$ cat config.mk
export PLATFORM = sky130hd
export DESIGN_NAME = flash_cmd_ctrl
export DESIGN_NICKNAME = d
export VERILOG_FILES = /design/src/rtl/fci_pkg.sv /design/src/rtl/fci_bus_sync.sv /design/src/rtl/fci_cmd_fsm.sv /design/src/rtl/fci_status.sv /design/src/rtl/fci_id_read.sv /design/src/rtl/flash_cmd_ctrl.sv
export SDC_FILE = /design/constraint.sdc
export NUM_CORES = 1
export LEC_CHECK = 0
export ABC_AREA = 0
export CAP_MARGIN = 20
export CORE_ASPECT_RATIO = 0.9
export CORE_MARGIN = 2
export CORE_UTILIZATION = 40
export DETAILED_ROUTE_END_ITERATION = 12
export PLACE_DENSITY_LB_ADDON = 0.25
export SLEW_MARGIN = 30
export SYNTH_ARGS = -nofsm -noshare
export SYNTH_HDL_FRONTEND = slang
export SYNTH_HIERARCHICAL = 1
export SYNTH_SLANG_ARGS = --single-unit
$ cat constraint.sdc
create_clock -name clk -period 3.28 [get_ports clk]
set_input_delay 0.328 -clock clk [delete_from_list [all_inputs] [get_ports clk]]
set_output_delay 0.328 -clock clk [all_outputs]
set_load 0.005 [all_outputs]
$ cat src/rtl/fci_pkg.sv
// Shared command codes, read-mode encoding and identifier constants
// for the flash command controller. Assumes an 8-bit command bus.
package fci_pkg;

    typedef enum logic [1:0] {
        M_ARRAY  = 2'd0,
        M_IDENT  = 2'd1,
        M_STATUS = 2'd2,
        M_SETUP  = 2'd3
    } mode_e;

    localparam logic [7:0] CMD_RD_ARRAY = 8'hFF;
    localparam logic [7:0] CMD_RD_ID    = 8'h90;
    localparam logic [7:0] CMD_RD_STAT  = 8'h70;
    localparam logic [7:0] CMD_CLR_STAT = 8'h50;
    localparam logic [7:0] CMD_ERASE    = 8'h20;
    localparam logic [7:0] CMD_CONFIRM  = 8'hD0;

    localparam logic [7:0] MFR_CODE     = 8'h89;
    localparam logic [3:0] SEQ_ERR_BITS = 4'b1100;

    // Device code for the density variant (0 small, 1 medium, 2 large)
    function automatic logic [7:0] dev_code(input int density);
        case (density)
            0:       return 8'hA7;
            1:       return 8'hA6;
            default: return 8'hAA;
        endcase
    endfunction

endpackage

$ cat src/rtl/fci_bus_sync.sv
// Host bus edge detector. Produces a write strobe in the cycle where
// we_n rises while ce_n is low, and a read-start pulse in the first cycle
// where ce_n and oe_n are both low. Assumes inputs are already synchronous.
module fci_bus_sync (
    input  logic clk,
    input  logic rst_n,
    input  logic ce_n,
    input  logic oe_n,
    input  logic we_n,
    output logic wr_stb,
    output logic rd_act,
    output logic rd_start
);

    logic we_q;
    logic rd_q;

    // Remember last write-enable level and last read-active level
    always_ff @(posedge clk) begin
        if (!rst_n) begin
            we_q <= 1'b1;
            rd_q <= 1'b0;
        end else begin
            we_q <= we_n;
            rd_q <= rd_act;
        end
    end

    // Edge decode of the bus controls
    always_comb begin
        rd_act   = ~ce_n & ~oe_n & we_n;
        wr_stb   = ~we_q & we_n & ~ce_n;
        rd_start = rd_act & ~rd_q;
    end

endmodule

$ cat src/rtl/fci_cmd_fsm.sv
// Command decoder and read-mode state machine. Decodes single-cycle
// commands and the two-write erase sequence, issues the engine start
// pulse, the sequence-error pulse and the clear pulse. Assumes wr_stb is
// a single-cycle strobe with cmd and blk_in valid in that cycle.
module fci_cmd_fsm
    import fci_pkg::*;
#(
    parameter int BLK_W = 2
) (
    input  logic             clk,
    input  logic             rst_n,
    input  logic             wr_stb,
    input  logic [7:0]       cmd,
    input  logic [BLK_W-1:0] blk_in,
    input  logic             eng_busy,
    input  logic             eng_susp,
    output mode_e            mode,
    output logic             eng_start,
    output logic [BLK_W-1:0] eng_blk,
    output logic             seq_err,
    output logic             clr
);

    logic running;

    // Engine is actively working (or about to) and not suspended
    always_comb running = (eng_busy | eng_start) & ~eng_susp;

    // Mode register and one-cycle command pulses
    always_ff @(posedge clk) begin
        if (!rst_n) begin
            mode      <= M_ARRAY;
            eng_start <= 1'b0;
            eng_blk   <= '0;
            seq_err   <= 1'b0;
            clr       <= 1'b0;
        end else begin
            eng_start <= 1'b0;
            seq_err   <= 1'b0;
            clr       <= 1'b0;
            if (wr_stb) begin
                if (mode == M_SETUP) begin
                    mode <= M_STATUS;
                    if (cmd == CMD_CONFIRM) begin
                        eng_start <= 1'b1;
                        eng_blk   <= blk_in;
                    end else begin
                        seq_err <= 1'b1;
                    end
                end else if (running) begin
                    if (cmd == CMD_RD_STAT) mode <= M_STATUS;
                end else begin
                    case (cmd)
                        CMD_RD_ARRAY: mode <= M_ARRAY;
                        CMD_RD_ID:    mode <= M_IDENT;
                        CMD_RD_STAT:  mode <= M_STATUS;
                        CMD_CLR_STAT: if (!eng_susp) clr <= 1'b1;
                        CMD_ERASE:    if (!eng_susp && !eng_busy) mode <= M_SETUP;
                        default:      ;
                    endcase
                end
            end
        end
    end

    AST_ARRAY_IGNORED_BUSY: assert property (@(posedge clk) disable iff (!rst_n)
        (wr_stb && cmd == CMD_RD_ARRAY && eng_busy && !eng_susp) |=> mode == $past(mode));
    AST_START_AFTER_SETUP: assert property (@(posedge clk) disable iff (!rst_n)
        eng_start |-> $past(mode) == M_SETUP);
    AST_SEQERR_TO_STATUS: assert property (@(posedge clk) disable iff (!rst_n)
        seq_err |-> (mode == M_STATUS && !eng_start));
    AST_NO_CLEAR_SUSPENDED: assert property (@(posedge clk) disable iff (!rst_n)
        clr |-> !$past(eng_susp));

endmodule

$ cat src/rtl/fci_status.sv
// Status byte builder. Keeps the sticky error bits, forms the live status
// byte and captures it into a read latch at each read start. Assumes clr
// is already blocked upstream while the engine is suspended.
module fci_status (
    input  logic       clk,
    input  logic       rst_n,
    input  logic       eng_busy,
    input  logic       eng_start,
    input  logic       eng_susp,
    input  logic       eng_done,
    input  logic [3:0] eng_err,
    input  logic       seq_err,
    input  logic       clr,
    input  logic       rd_act,
    input  logic       rd_start,
    output logic [7:0] stat_live,
    output logic [7:0] stat_lat
);

    import fci_pkg::*;

    logic [3:0] sticky;   // {bit5, bit4, bit3, bit1}
    logic [3:0] sticky_nxt;

    // Next value of the sticky error bits
    always_comb begin
        sticky_nxt = clr ? 4'b0000 : sticky;
        if (eng_done) sticky_nxt = sticky_nxt | eng_err;
        if (seq_err)  sticky_nxt = sticky_nxt | SEQ_ERR_BITS;
    end

    // Assemble the live status byte
    always_comb begin
        stat_live = {~(eng_busy | eng_start), eng_susp, sticky[3], sticky[2],
                     sticky[1], 1'b0, sticky[0], 1'b0};
    end

    // Sticky register and read latch
    always_ff @(posedge clk) begin
        if (!rst_n) begin
            sticky   <= 4'b0000;
            stat_lat <= 8'h00;
        end else begin
            sticky <= sticky_nxt;
            if (rd_start) stat_lat <= stat_live;
        end
    end

    AST_STICKY_HOLD: assert property (@(posedge clk) disable iff (!rst_n)
        !clr |=> ((sticky & $past(sticky)) == $past(sticky)));
    AST_LATCH_HOLD: assert property (@(posedge clk) disable iff (!rst_n)
        (rd_act && $past(rd_act) && !$past(rd_start)) |-> $stable(stat_lat));

endmodule

$ cat src/rtl/fci_id_read.sv
// Identifier readout. Decodes the address into manufacturer code, device
// code, per-block lock bit or master lock bit; unmatched addresses give 0.
// Assumes ADDR_W - BLK_W >= 3 so a middle address field exists.
module fci_id_read #(
    parameter int ADDR_W  = 8,
    parameter int BLK_W   = 2,
    parameter int DENSITY = 0
) (
    input  logic [ADDR_W-1:0]     addr,
    input  logic [(1<<BLK_W)-1:0] blk_lock,
    input  logic                  master_lock,
    output logic [7:0]            id_byte
);

    import fci_pkg::*;

    localparam int MID_HI = ADDR_W - BLK_W - 1;

    logic [BLK_W-1:0] blk;
    logic             mid_zero;
    logic             top_zero;

    // Address field split
    always_comb begin
        blk      = addr[ADDR_W-1 -: BLK_W];
        mid_zero = (addr[MID_HI:2] == '0);
        top_zero = mid_zero && (blk == '0);
    end

    // Identifier byte selection
    always_comb begin
        id_byte = 8'h00;
        case (addr[1:0])
            2'd0: if (top_zero) id_byte = MFR_CODE;
            2'd1: if (top_zero) id_byte = dev_code(DENSITY);
            2'd2: if (mid_zero) id_byte = {7'b0, blk_lock[blk]};
            2'd3: if (top_zero) id_byte = {7'b0, master_lock};
            default: id_byte = 8'h00;
        endcase
    end

endmodule

$ cat src/rtl/flash_cmd_ctrl.sv
// Top of the flash command controller. Ties the bus edge detector, the
// command state machine, the status builder and the identifier readout
// together and selects the read data by mode. Assumes an external erase
// engine that raises busy the cycle after eng_start.
module flash_cmd_ctrl
    import fci_pkg::*;
#(
    parameter int ADDR_W  = 8,
    parameter int BLK_W   = 2,
    parameter int DENSITY = 0
) (
    input  logic                  clk,
    input  logic                  rst_n,
    input  logic                  ce_n,
    input  logic                  oe_n,
    input  logic                  we_n,
    input  logic [ADDR_W-1:0]     addr,
    input  logic [7:0]            din,
    output logic [7:0]            dout,
    output logic                  ready,
    input  logic [7:0]            array_data,
    input  logic [(1<<BLK_W)-1:0] blk_lock,
    input  logic                  master_lock,
    output logic                  eng_start,
    output logic [BLK_W-1:0]      eng_blk,
    input  logic                  eng_busy,
    input  logic                  eng_susp,
    input  logic                  eng_done,
    input  logic [3:0]            eng_err
);

    logic       wr_stb;
    logic       rd_act;
    logic       rd_start;
    mode_e      mode;
    logic       seq_err;
    logic       clr;
    logic [7:0] stat_live;
    logic [7:0] stat_lat;
    logic [7:0] id_byte;

    fci_bus_sync u_bus (
        .clk      (clk),
        .rst_n    (rst_n),
        .ce_n     (ce_n),
        .oe_n     (oe_n),
        .we_n     (we_n),
        .wr_stb   (wr_stb),
        .rd_act   (rd_act),
        .rd_start (rd_start)
    );

    fci_cmd_fsm #(.BLK_W(BLK_W)) u_fsm (
        .clk       (clk),
        .rst_n     (rst_n),
        .wr_stb    (wr_stb),
        .cmd       (din),
        .blk_in    (addr[ADDR_W-1 -: BLK_W]),
        .eng_busy  (eng_busy),
        .eng_susp  (eng_susp),
        .mode      (mode),
        .eng_start (eng_start),
        .eng_blk   (eng_blk),
        .seq_err   (seq_err),
        .clr       (clr)
    );

    fci_status u_stat (
        .clk       (clk),
        .rst_n     (rst_n),
        .eng_busy  (eng_busy),
        .eng_start (eng_start),
        .eng_susp  (eng_susp),
        .eng_done  (eng_done),
        .eng_err   (eng_err),
        .seq_err   (seq_err),
        .clr       (clr),
        .rd_act    (rd_act),
        .rd_start  (rd_start),
        .stat_live (stat_live),
        .stat_lat  (stat_lat)
    );

    fci_id_read #(.ADDR_W(ADDR_W), .BLK_W(BLK_W), .DENSITY(DENSITY)) u_id (
        .addr        (addr),
        .blk_lock    (blk_lock),
        .master_lock (master_lock),
        .id_byte     (id_byte)
    );

    // Read data selection by current mode; ready mirrors status bit 7
    always_comb begin
        ready = stat_live[7];
        case (mode)
            M_ARRAY: dout = array_data;
            M_IDENT: dout = id_byte;
            default: dout = stat_lat;
        endcase
    end

    AST_ID_UPPER_ZERO: assert property (@(posedge clk) disable iff (!rst_n)
        (mode == M_IDENT && addr[1]) |-> dout[7:1] == 7'b0);
    AST_BUSY_NOT_READY: assert property (@(posedge clk) disable iff (!rst_n)
        (eng_busy || eng_start) |-> !ready);

endmodule

==> Word level (Yosys, flattened, before mapping) <==
Cells that the tools add are included.
{ "totals": {"wordCells": 72, "out_inout_bits": 12, "in_bits": 41, "register_bits": 19} }
{ "classes": {"bitwise_logic": 17, "order_cmp": 1, "eq_ne": 13, "mux": 19, "n_reduce_logical": 13} }
{ "ops": {"columns": ["cell", "n"], "rows": [
  ["case mux 8 bit (4 select lines)", 1],
  ["equality test 8 bit, second input constant", 3],
  ["equality test 8 x 7 -> 1 bit, second input constant", 2],
  ["2-to-1 mux 8 bit", 2],
  ["case mux 8 bit (2 select lines)", 1],
  ["2-to-1 mux 4 bit", 3],
  ["inverter 1 bit", 9],
  ["equality test 8 x 6 -> 1 bit, second input constant", 1],
  ["2-to-1 mux 2 bit", 4],
  ["case mux 2 bit (4 select lines)", 1],
  ["bitwise AND 1 bit", 6],
  ["equality test 2 bit, second input constant", 3],
  ["zero test 2 bit", 3],
  ["2-to-1 mux 1 bit", 6],
  ["AND reduction 3 bit", 2],
  ["nonzero test 5 bit", 1],
  ["OR reduction 5 bit", 1],
  ["equality test 2 x 1 -> 1 bit, second input constant", 2],
  ["zero test 4 bit", 1],
  ["!= test 4 x 1 -> 1 bit, second input constant", 1],
  ["OR 4 bit", 1],
  ["AND reduction 4 bit", 1],
  ["less-than comparator 2 x 3 -> 1 bit, second input constant", 1],
  ["!= test 3 bit, second input constant", 1],
  ["4 further kinds", 6]
]} }

==> Logic depth before layout (Yosys ltp) <==
{ "logic_depth": {"depth_word": 6, "ltp_mapped": 6, "mapped_depth_nobuf": 5} }

==> Hierarchy <==
The synthesis kept the hierarchy.
{ "modules_own_cells": {"columns": ["mod", "area_per_inst_um2", "seq_area_each_um2", "n_inst", "cells_each"], "rows": [
  ["fci_cmd_fsm", 441.7, 140.1, 1, 49],
  ["fci_status", 421.7, 200.2, 1, 45],
  ["flash_cmd_ctrl", 172.7, 0.0, 1, 26],
  ["fci_id_read", 140.1, 0.0, 1, 14],
  ["fci_bus_sync", 88.8, 40.0, 1, 7]
]} }

==> Least setup slack after synthesis <==
OpenSTA, ideal clock, no wires.
{ "synth_path": {"path_kind": "input to output", "start": "input addr[3]", "end": "output dout[2]", "required_time_ns": 2.952, "slack_ns": 1.400, "path_buffers": 1, "t_arrival_ns": 1.552, "cell_stages": 6, "cell_sequence": "or4_4 nor4_2 and2_1 buf_4 mux2i_1 o21ai_1"} }
{ "synth_between": {"elab_chain_cells": 5} }
{ "synth_lines": {"columns": ["item", "line", "rtl"], "rows": [
  ["start, declared", "flash_cmd_ctrl.sv:17", "input logic [ADDR_W-1:0] addr,"],
  ["zero test 4 bit", "fci_id_read.sv:26", "mid_zero = (addr[MID_HI:2] == '0);"],
  ["logical AND 1 bit", "fci_id_read.sv:27", "top_zero = mid_zero && (blk == '0);"],
  ["2-to-1 mux 8 bit", "fci_id_read.sv:35", "2'd1: if (top_zero) id_byte = dev_code(DENSITY);"],
  ["case mux 8 bit (4 select lines)", "fci_id_read.sv:33", "case (addr[1:0])"],
  ["net id_byte[2]", "flash_cmd_ctrl.sv:40", "logic [7:0] id_byte;"],
  ["case mux 8 bit (2 select lines)", "flash_cmd_ctrl.sv:94", "case (mode)"],
  ["end, declared", "flash_cmd_ctrl.sv:19", "output logic [7:0] dout,"]
]} }
The timed path passes the listed nets, and every way through them passes these cells.

==> Final worst setup path <==
{ "layout_path": {"start": "input addr[3]", "end": "output dout[1]"} }
Same word-level chain as after synthesis.

==> impl_metrics.ini <==
[placed_design]
place_congestion = 0.8608
portBuffers = 52
dpl-instance-area_sq_um = 1744
hpwlAfterDp_um = 2413
post-place-cells = 225

[power_and_ir_drop]
power.leakage_nw = 0.6131
finalPower_mw = 0.4714
irDropWorstVdd_mv = 0.1639
p_per_area_nw_per_um2 = 265.7

[cts]
htree_num_levels = 1
cts_setup_buffers = 0
ctsResizeCount = 0
cts-root-buf = clkbuf_4
cts_tree = yes
clkSinkCount = 19
holdBufCountCts = 0
clockBufferDepth = 2
numCtsBuffers = 3
clk_latency_ns = 0.30
clkSlewWorstSetupHoldPaths_ns = 0.12

[cells_and_area]
final_util_pct = 59.23
layout.nets = 229
area_growth_syn_to_layout_pct = 43.67
drive_gt1_share_pct = 11.23
fin_cells = 229
antenna_cells = 0
seqCellArea_sq_um = 380.4
fin_area_sq_um = 1774
num-fill-cells = 285
multi_input_area_sq_um = 768.2

[timing]
skew_ns = 0.01204
min_period_ns = 2.810
setup_tns_ns = 0
setup_viol = 0
drv_slew = 0
finalCritPeriodShare_pct = 85.66
max_clock_freq_mhz = 355.9
finalHoldViolCount = 0
tightest_slew_ns = 0.7819
rsz0062_at_grt = no
slew_headroom_pct = 47.39

[critical_path]
reg2reg_from = u_fsm/eng_start
endpoint_kind = output pin
cp_cell_sequence = clkdlybuf4s50_1, or4_4, nor4_2, and2_1, mux2i_1, o21ai_1, clkdlybuf4s50_1
cp_common_cell = clkdlybuf4s50_1
cp-start-kind = primary input
required_ns = 2.95
crit_slowest_cell = or4_4
worstSetupStartpoint = addr[3]
worstPathArrival_ns = 2.48
path_class = in2out
max_stage_delay_ns = 0.57
crit_fanout = 3

[worst_hold_path]
hold_path_class = reg2reg
hold_start = u_stat/sticky[1]

[logic_synthesis]
synthCells = 137
syn-cell-area_sq_um = 1235
ys_warn_count = 6
avgSynthCellArea_sq_um = 9.014

[floorplanning]
die_h_um = 56.71
rows = 19
core_region_area_sq_um = 2995
io_pins = 53
die_area_sq_um = 3548
die_w_um = 62.57
initial_core_util_pct = 41.23

[grt]
grt_overflow = 0
grt_pass1_wl_um = 4947
grt_max_degree = 20
first_global_vias = 1146
grt_usage_pct = 17.14
antenna_found_initial = 0

[job]
drv_cap = 0

[drt]
drt_iter0_drc = 39
via_per_inst = 5.249
drc = 0
firstDrtPassIters = 4
wl_per_cell_um = 12.83
routed_wl_um = 2938
num_vias = 1202
ant_nets = 0

[run_status]
outcome = finished, final reports clean
[metal layers]
layer	share of wire [%]	global-route usage (%)	wire length, um	vias up
met5	0	0	0	-
met4	1.3	5.714	38	0
met3	4.7	1.804	137	6
met2	53	32.72	1556	40
met1	41	19.88	1206	562
li1	-	-	-	594
[per-stage QoR]
| step | setup slack [ns] | hold WS [ns] |
|---|---|---|
| after global routing | 0.3199 | 0.5102 |
| after global placement | 0.5175 | 0.4610 |
| after CTS | 0.4368 | 0.4934 |
| after floorplan | 1.400 | 0.4010 |
| final | 0.4702 | 0.4901 |
| after detailed placement | 0.4369 | 0.4761 |
[final cells by class]
type	instances	share of cell area, %
Clock inverter	1	0.4231
Tap cell	42	2.962
Sequential cell	19	21.44
Clock buffer	3	1.269
Timing Repair Buffer	53	29.76
Inverter	4	0.8463
Multi-Input combinational cell	107	43.30
[critical path: cells and delay by family]
kind / cells / cell delay (ns)
simple gates: 3 / 1.02
compound gates: 1 / 0.14
mux: 1 / 0.08
buf+inv: 2 / 0.90
[cells in the final DEF (no fill, tap or decap), drive strengths merged, types with 3 or more instances in the layout]
master         instances
o21ai                  8
mux2i                 15
nor4                   3
inv                    3
clkdlybuf4s50         52
or4                    3
conb                   4
a31oi                  4
or3b                   3
dfxtp                 19
nand2b                 6
clkbuf                 3
nand2                 17
a21oi                  3
nor2                   9
[path summary, 6_finish.rpt]
path | end | slack, ns | cells after the start
worst min register to register | u_stat/sticky[1] | 0.49 | 2
worst max-delay path | dout[1] | 0.47 | 7
worst min-delay path | u_stat/sticky[1] | 0.49 | 2
worst max register to register | u_fsm/mode[1] | 1.55 | 4
[flip-flops by register name, indices dropped and copies added, names as in the netlist]
| name | cells |
|---|---|
| u_stat/stat_lat | 6 |
| u_stat/sticky | 4 |
| u_fsm/eng_blk | 2 |
| u_fsm/mode | 2 |
| u_bus/rd_q | 1 |
| u_bus/we_q | 1 |
| u_fsm/clr | 1 |
| u_fsm/eng_start | 1 |
| u_fsm/seq_err | 1 |
[power breakdown]
| group | internal [mW] | leakage (nW) | switching (mW) |
|---|---|---|---|
| Sequential | 0.237 | 0.155 | 0.00332 |
| Combinational | 0.0716 | 0.445 | 0.0393 |
| Clock | 0.0464 | 0.0139 | 0.0740 |
| Total | 0.355 | 0.613 | 0.117 |
Note: power is estimated with default switching activity, not from simulation.
